==> config.mk <==
export PLATFORM = sky130hd
export DESIGN_NAME = pfx_op_decoder
export DESIGN_NICKNAME = d
export VERILOG_FILES = /design/src/rtl/opdec_pkg.sv /design/src/rtl/opdec_main_page.sv /design/src/rtl/opdec_ext_page.sv /design/src/rtl/pfx_op_decoder.sv
export SDC_FILE = /design/constraint.sdc
export NUM_CORES = 1
export LEC_CHECK = 0
export BUFFER_PORTS_ARGS = -buffer_cell sky130_fd_sc_hd__clkbuf_2
export CAP_MARGIN = 20
export CORE_MARGIN = 2
export CORE_UTILIZATION = 50
export CTS_BUF_LIST = sky130_fd_sc_hd__clkbuf_16
export DETAILED_ROUTE_END_ITERATION = 16
export GPL_ROUTABILITY_DRIVEN = 1
export GPL_TIMING_DRIVEN = 0
export PLACE_DENSITY_LB_ADDON = 0.15
export SLEW_MARGIN = 20
export SYNTH_ARGS = -nofsm -noshare
export SYNTH_HDL_FRONTEND = slang
export SYNTH_SLANG_ARGS = --single-unit
==> constraint.sdc <==
create_clock -name clk -period 2.4 [get_ports clk]
set_input_delay 0.24 -clock clk [delete_from_list [all_inputs] [get_ports clk]]
set_output_delay 0.24 -clock clk [all_outputs]
set_load 0.01 [all_outputs]
==> src/rtl/opdec_pkg.sv <==
package opdec_pkg;

    typedef enum logic [1:0] {
        OP_SUB    = 2'd0,
        OP_TST    = 2'd1,
        OP_SETMIX = 2'd2
    } op_e;

    typedef enum logic [2:0] {
        SRC_REG     = 3'd0,
        SRC_IDXHALF = 3'd1,
        SRC_IND_HL  = 3'd2,
        SRC_INDEXED = 3'd3,
        SRC_IMM     = 3'd4,
        SRC_NONE    = 3'd5
    } src_e;

    typedef enum logic [1:0] {
        SFX_NONE  = 2'd0,
        SFX_SHORT = 2'd1,
        SFX_LONG  = 2'd2
    } sfx_e;

    typedef enum logic [1:0] {
        FOL_NONE = 2'd0,
        FOL_DISP = 2'd1,
        FOL_IMM  = 2'd2
    } fol_e;

    typedef enum logic [2:0] {
        S_IDLE = 3'd0,
        S_SFX  = 3'd1,
        S_IDX  = 3'd2,
        S_EXT  = 3'd3,
        S_WAIT = 3'd4
    } fsm_e;

    localparam int BASE_W = 3;

    typedef struct packed {
        logic              hit;
        op_e               op;
        src_e              src;
        logic [2:0]        sel;
        logic [BASE_W-1:0] base;
        fol_e              fol;
    } dec_t;

    localparam logic [7:0] B_SFX_SHORT = 8'h52;
    localparam logic [7:0] B_SFX_LONG  = 8'h49;
    localparam logic [7:0] B_IDX_X     = 8'hDD;
    localparam logic [7:0] B_IDX_Y     = 8'hFD;
    localparam logic [7:0] B_EXT       = 8'hED;

endpackage

==> src/rtl/opdec_main_page.sv <==
module opdec_main_page
    import opdec_pkg::*;
(
    input  logic [7:0] byte_i,
    input  logic       idx_i,
    input  logic       sfx_i,
    output dec_t       dec_o
);
    logic is_sub_reg;

    always_comb begin
        is_sub_reg = (byte_i[7:3] == 5'b10010) && (byte_i[2:0] != 3'd6);
        dec_o      = '0;
        if (!idx_i) begin
            if (is_sub_reg) begin
                if (!sfx_i) begin
                    dec_o.hit  = 1'b1;
                    dec_o.op   = OP_SUB;
                    dec_o.src  = SRC_REG;
                    dec_o.sel  = byte_i[2:0];
                    dec_o.base = BASE_W'(1);
                end
            end else if (byte_i == 8'h96) begin
                dec_o.hit  = 1'b1;
                dec_o.op   = OP_SUB;
                dec_o.src  = SRC_IND_HL;
                dec_o.base = BASE_W'(2);
            end else if (byte_i == 8'hD6) begin
                if (!sfx_i) begin
                    dec_o.hit  = 1'b1;
                    dec_o.op   = OP_SUB;
                    dec_o.src  = SRC_IMM;
                    dec_o.base = BASE_W'(2);
                    dec_o.fol  = FOL_IMM;
                end
            end
        end else begin
            if (byte_i == 8'h94 || byte_i == 8'h95) begin
                if (!sfx_i) begin
                    dec_o.hit  = 1'b1;
                    dec_o.op   = OP_SUB;
                    dec_o.src  = SRC_IDXHALF;
                    dec_o.sel  = {2'b00, byte_i[0]};
                    dec_o.base = BASE_W'(2);
                end
            end else if (byte_i == 8'h96) begin
                dec_o.hit  = 1'b1;
                dec_o.op   = OP_SUB;
                dec_o.src  = SRC_INDEXED;
                dec_o.base = BASE_W'(4);
                dec_o.fol  = FOL_DISP;
            end
        end
    end
endmodule

==> src/rtl/opdec_ext_page.sv <==
module opdec_ext_page
    import opdec_pkg::*;
(
    input  logic [7:0] byte_i,
    input  logic       sfx_i,
    output dec_t       dec_o
);
    always_comb begin
        dec_o = '0;
        case (byte_i)
            8'h04, 8'h0C, 8'h14, 8'h1C, 8'h24, 8'h2C, 8'h3C: begin
                if (!sfx_i) begin
                    dec_o.hit  = 1'b1;
                    dec_o.op   = OP_TST;
                    dec_o.src  = SRC_REG;
                    dec_o.sel  = byte_i[5:3];
                    dec_o.base = BASE_W'(2);
                end
            end
            8'h64: begin
                if (!sfx_i) begin
                    dec_o.hit  = 1'b1;
                    dec_o.op   = OP_TST;
                    dec_o.src  = SRC_IMM;
                    dec_o.base = BASE_W'(3);
                    dec_o.fol  = FOL_IMM;
                end
            end
            8'h34: begin
                dec_o.hit  = 1'b1;
                dec_o.op   = OP_TST;
                dec_o.src  = SRC_IND_HL;
                dec_o.base = BASE_W'(3);
            end
            8'h7D: begin
                if (!sfx_i) begin
                    dec_o.hit  = 1'b1;
                    dec_o.op   = OP_SETMIX;
                    dec_o.src  = SRC_NONE;
                    dec_o.base = BASE_W'(2);
                end
            end
            default: ;
        endcase
    end
endmodule

==> src/rtl/pfx_op_decoder.sv <==
module pfx_op_decoder
    import opdec_pkg::*;
#(
    parameter int DATA_W = 24,
    parameter int CYC_W  = 4
) (
    input  logic              clk,
    input  logic              rst_n,
    input  logic              in_valid,
    input  logic [7:0]        in_byte,
    output logic              done_o,
    output logic              illegal_o,
    output logic              setmix_o,
    output logic [1:0]        op_o,
    output logic [2:0]        src_o,
    output logic [2:0]        sel_o,
    output logic [DATA_W-1:0] data_o,
    output logic [1:0]        sfx_o,
    output logic [CYC_W-1:0]  cycles_o
);
    localparam int EXT_W = DATA_W - 8;

    typedef struct packed {
        fsm_e              st;
        sfx_e              sfx;
        logic              idx;
        logic              iy;
        op_e               p_op;
        src_e              p_src;
        logic [2:0]        p_sel;
        logic [CYC_W-1:0]  p_cyc;
        fol_e              p_fol;
        logic              done;
        logic              ill;
        logic              setmix;
        op_e               op;
        src_e              src;
        logic [2:0]        sel;
        logic [DATA_W-1:0] data;
        sfx_e              osfx;
        logic [CYC_W-1:0]  cyc;
    } st_t;

    st_t st_d, st_q;
    dec_t main_dec, ext_dec, cur_dec;

    opdec_main_page u_main (
        .byte_i (in_byte),
        .idx_i  (st_q.idx),
        .sfx_i  (st_q.sfx != SFX_NONE),
        .dec_o  (main_dec)
    );

    opdec_ext_page u_ext (
        .byte_i (in_byte),
        .sfx_i  (st_q.sfx != SFX_NONE),
        .dec_o  (ext_dec)
    );

    logic              take, fin, bad;
    op_e               f_op;
    src_e              f_src;
    logic [2:0]        f_sel;
    logic [CYC_W-1:0]  f_cyc;
    logic [DATA_W-1:0] f_data;
    logic [CYC_W-1:0]  t_cyc;
    logic [2:0]        t_sel;

    always_comb begin
        st_d        = st_q;
        st_d.done   = 1'b0;
        st_d.ill    = 1'b0;
        st_d.setmix = 1'b0;
        take   = 1'b0;
        fin    = 1'b0;
        bad    = 1'b0;
        f_op   = OP_SUB;
        f_src  = SRC_REG;
        f_sel  = '0;
        f_cyc  = '0;
        f_data = '0;
        cur_dec = (st_q.st == S_EXT) ? ext_dec : main_dec;
        t_cyc  = CYC_W'(cur_dec.base) + CYC_W'(st_q.sfx != SFX_NONE);
        t_sel  = st_q.idx ? {1'b0, st_q.iy, cur_dec.sel[0]} : cur_dec.sel;

        if (in_valid) begin
            case (st_q.st)
                S_IDLE, S_SFX: begin
                    if (st_q.st == S_IDLE &&
                        (in_byte == B_SFX_SHORT || in_byte == B_SFX_LONG)) begin
                        st_d.st  = S_SFX;
                        st_d.sfx = (in_byte == B_SFX_SHORT) ? SFX_SHORT : SFX_LONG;
                    end else if (in_byte == B_IDX_X || in_byte == B_IDX_Y) begin
                        st_d.st  = S_IDX;
                        st_d.idx = 1'b1;
                        st_d.iy  = (in_byte == B_IDX_Y);
                    end else if (in_byte == B_EXT) begin
                        st_d.st = S_EXT;
                    end else begin
                        take = 1'b1;
                    end
                end
                S_IDX, S_EXT: take = 1'b1;
                S_WAIT: begin
                    fin    = 1'b1;
                    f_op   = st_q.p_op;
                    f_src  = st_q.p_src;
                    f_sel  = st_q.p_sel;
                    f_cyc  = st_q.p_cyc;
                    f_data = (st_q.p_fol == FOL_DISP) ?
                             {{EXT_W{in_byte[7]}}, in_byte} :
                             {{EXT_W{1'b0}}, in_byte};
                end
                default: bad = 1'b1;
            endcase
        end

        if (take) begin
            if (!cur_dec.hit) begin
                bad = 1'b1;
            end else if (cur_dec.fol == FOL_NONE) begin
                fin   = 1'b1;
                f_op  = cur_dec.op;
                f_src = cur_dec.src;
                f_sel = t_sel;
                f_cyc = t_cyc;
            end else begin
                st_d.st    = S_WAIT;
                st_d.p_op  = cur_dec.op;
                st_d.p_src = cur_dec.src;
                st_d.p_sel = t_sel;
                st_d.p_cyc = t_cyc;
                st_d.p_fol = cur_dec.fol;
            end
        end

        if (fin) begin
            st_d.done   = 1'b1;
            st_d.setmix = (f_op == OP_SETMIX);
            st_d.op     = f_op;
            st_d.src    = f_src;
            st_d.sel    = f_sel;
            st_d.data   = f_data;
            st_d.osfx   = st_q.sfx;
            st_d.cyc    = f_cyc;
        end
        if (fin || bad) begin
            st_d.st  = S_IDLE;
            st_d.sfx = SFX_NONE;
            st_d.idx = 1'b0;
            st_d.iy  = 1'b0;
        end
        if (bad) st_d.ill = 1'b1;
    end

    always_ff @(posedge clk or negedge rst_n) begin
        if (!rst_n) st_q <= '0;
        else        st_q <= st_d;
    end

    assign done_o    = st_q.done;
    assign illegal_o = st_q.ill;
    assign setmix_o  = st_q.setmix;
    assign op_o      = st_q.op;
    assign src_o     = st_q.src;
    assign sel_o     = st_q.sel;
    assign data_o    = st_q.data;
    assign sfx_o     = st_q.osfx;
    assign cycles_o  = st_q.cyc;

    AST_DONE_ILL_EXCL: assert property (@(posedge clk) disable iff (!rst_n)
        !(done_o && illegal_o));
    AST_SETMIX_PAIR: assert property (@(posedge clk) disable iff (!rst_n)
        setmix_o |-> (done_o && op_o == 2'd2));
    AST_SFX_FORMS: assert property (@(posedge clk) disable iff (!rst_n)
        (done_o && sfx_o != 2'd0) |-> (src_o == 3'd2 || src_o == 3'd3));
    AST_NEED_BYTE: assert property (@(posedge clk) disable iff (!rst_n)
        !$past(in_valid) |-> !(done_o || illegal_o));
    AST_HOLD_OUT: assert property (@(posedge clk) disable iff (!rst_n)
        !done_o |-> ($stable(data_o) && $stable(cycles_o)));
    AST_CYC_RANGE: assert property (@(posedge clk) disable iff (!rst_n)
        done_o |-> (cycles_o >= CYC_W'(1) && cycles_o <= CYC_W'(5)));
    AST_REG_SEL: assert property (@(posedge clk) disable iff (!rst_n)
        (done_o && src_o == 3'd0) |-> (sel_o != 3'd6));

endmodule

==> results by group <==
Clock network
  – TritonCTS clock tree: yes
  – Root Buffer: clkbuf_16
  – Worst-path clk slew: 60 ps
  – Clock tree buffer depth: 2
  – Num Clock Sinks: 47
  – Clock latency reported for the late side of the worst-skew pair: 280 ps
  – Total CTS buffers: 5
  – H-tree depth: 2

Synth
  – Post-Syn Area: 2760 um^2
  – Top cells by area, synth: dfrtp_1 (43%), buf_4 (10%), nand2_1 (4.8%)
  – Post-Synthesis Mean Instance Area: 9.34 um^2
  – Count leader, synth: dfrtp_1
  – Mapped Nets: 308
  – Cells after synthesis: 295
  – Post-synth top area share: 42.7%
  – Synth unique cells: 59
  – Largest area contributor in the netlist: dfrtp_1
  – Sequential fraction of the synthesis area: 42.7%
  – Most used flip-flop cell after synthesis: dfrtp_1
  – Post-synth top cells: dfrtp_1 (47), buf_4 (38), nand2_1 (35)
  – Yosys warns: 0
  – Post-synth EDFFs: 0
  – Async set or reset register ratio after synthesis: 100%
  – #FFs+latches synth: 47

Global route
  – Largest net degree at the start of global routing: 48
  – Number of global-route vias before repair: 2114
  – First-pass GRT wire length: 10.7 mm
  – Initial antenna violation count: 0
  – GR Util All Layers: 22.7%
  – Grt total ovfl: 0

Critical path
  – R2R Path End: op_o[0]$_DFFE_PN0P_
  – Setup crit end kind: flop
  – FF-to-FF setup slack: 110 ps
  – Crit-path max FO: 10
  – WP data required: 2570 ps
  – Worst reg2reg startpoint: st_q[58]$_DFFE_PN0P_
  – Crit path DAT: 2460 ps
  – R2r worst-path depth: 7
  – Critical path class: reg -> reg
  – Critical path startpoint category: flop

Floorplanning
  – I/O pin count: 52
  – Die W: 78.3 um
  – DIE HEIGHT: 78.3 um
  – Core ar.: 5410 um^2
  – Die ar.: 6120 um^2
  – Starting Density: 51.0%
  – Row cnt: 27

Timing
  – Worst-margin pin slew: 644 ps
  – Unrepaired setup endpoints after global routing: false
  – Minimum clock period: 2290 ps
  – Setup tns final: 0 ps
  – F_max: 0.437 GHz
  – Setup Skew: 2.47 ps
  – Final max-slew violation count: 0
  – Final hold viol count: 0
  – Period utilisation layout: 95.4%
  – Slew margin rel.: 57.0%
  – Final setup fails: 0

Power and ir drop
  – Leakage: 1.76 nW
  – Total design power: 0.00184 W
  – Power density over the cells: 543 nW/um^2
  – Worst VDD drop: 0.399 mV

Worst hold path
  – Path type of the worst min-delay path: in -> async

Cells and area
  – Synthesis-to-layout area growth: 22.9%
  – Share of layout cells above drive strength 1: 38.7%
  – # nets final: 372
  – Antenna cells: 0

Routing
  – Vias per cell: 5.36
  – Post-DR wirelength/cell: 15.2 um
  – # DRC: 0
  – DRT Wirelength: 6.55 mm
  – Antenna Nets Post-Route: 0
  – Initial DRC count: 162
  – Routed via count: 2311
  – Initial DRT Pass Iterations: 4

Place
  – Final HPWL from detailed placement: 4.70 mm
  – Gpl congestion: 0.981
  – Count of port buffers added during placement: 51

Flow run
  – Max Cap Viol: 0

Outcome
  – Outcome: completed
[sequential cells by signal (all words and copies together), names as in the netlist]
name and flops:
st_q 21, data_o 9, cycles_o 4, sel_o 3, src_o 3, op_o 2, sfx_o 2, done_o 1
illegal_o 1, setmix_o 1
[power breakdown]
| part | internal [W] | switching, W |
|---|---|---|
| Combinational | 0.000170 | 0.000156 |
| Clock | 0.000374 | 0.000277 |
| Sequential | 0.000833 | 0.0000290 |
| Total | 0.00138 | 0.000462 |
[worst max path at each step]
stage                               startpoint                 endpoint  cells past startpoint
after CTS                 st_q[58]$_DFFE_PN0P_     st_q[44]$_DFFE_PN0P_                      8
after global placement              in_byte[4]  cycles_o[2]$_DFFE_PN0P_                     11
final                     st_q[58]$_DFFE_PN0P_      op_o[0]$_DFFE_PN0P_                      7
after detailed placement            in_byte[4]     st_q[44]$_DFFE_PN0P_                     10
after global routing      st_q[58]$_DFFE_PN0P_     sfx_o[1]$_DFFE_PN0P_                      6
after floorplan                     in_byte[4]     st_q[44]$_DFFE_PN0P_                      9
[cell families after synthesis]
group | Yosys count | synth area share, %
buffers and inverters | 63 | 14.1
DFF | 47 | 42.7
muxes | 15 | 5.67
adders and majority gates | 2 | 0.908
and+or+nand+nor | 108 | 21.4
xor gates and xnor gates | 1 | 0.318
AOI/OAI and AO/OA | 59 | 14.9
[what timing repair did]
| item | 4_1_cts | 5_1_grt |
|---|---|---|
| setup endpoints to repair | 35 | 37 |
| resized for setup | 12 | 20 |
| hold buffers | 0 | 0 |
| endpoints found under the hold margin | 0 | 0 |
| buffers inserted | 3 | 6 |
| pin swaps | 3 | 6 |
[metrics by stage]
stage / setup WS, ps / utilization [%] / hold WS, ps / area, um^2 / instances
final: 111 / 62.7 / 2.17 / 3390 / 431
after global routing: 7.92 / 62.7 / 56.3 / 3390 / 431
after CTS: 3.62 / 61.3 / 26.7 / 3310 / 427
after detailed placement: -506 / 57.5 / 331 / 3110 / 418
after global placement: -499 / 57.5 / 457 / 3110 / 418
after floorplan: 10.9 / - / -55.6 / 2760 / 295
[worst max-delay path: stages (launching register included)]
cell and delay (ps):
dfrtp_2 460, or4b_2 670, o21ai_0 80, and3_2 250
nor3_4 80, and2_4 170, buf_6 140, a221o_1 320
[cell usage in the layout (no fill, tap or decap), types with 2 or more instances in the layout]
cell type	count
nor2b_1	3
nand2b_1	4
ha_1	2
nor3_1	5
dfrtp_1	44
nand4b_1	3
a221o_1	4
o22ai_1	3
buf_4	49
o21ai_0	18
a32oi_1	2
a31oi_1	3
nor2_1	16
and2_1	6
nand2_1	35
mux2i_1	10
clkbuf_2	50
and2_4	2
mux2_2	5
dfrtp_2	3
a21oi_1	11
inv_1	12
nand3_1	7
buf_2	3
a21o_1	3
clkbuf_1	4
clkbuf_16	5
nand3b_1	2
or4b_4	2
or4b_2	2
or3_1	3
[area by class of cell]
cell class,instances,area (um^2)
flip-flops and latches,47,1180
repair buffers,59,318
well taps,72,90.1
inverters,12,45.0
clock inverters,2,8.76
multi-input cells,185,1270
fillers,482,2020
plain buffers,49,349
clock buffers,5,125
[per-layer routing]
metal	vias up	track usage, %	routed length (um)
li1	1129	-	-
met1	1085	31.2	2940
met2	89	36.3	3100
met3	8	3.22	392
met4	0	9.12	121
met5	-	0	0
Note: power is estimated with default switching activity, not from simulation.
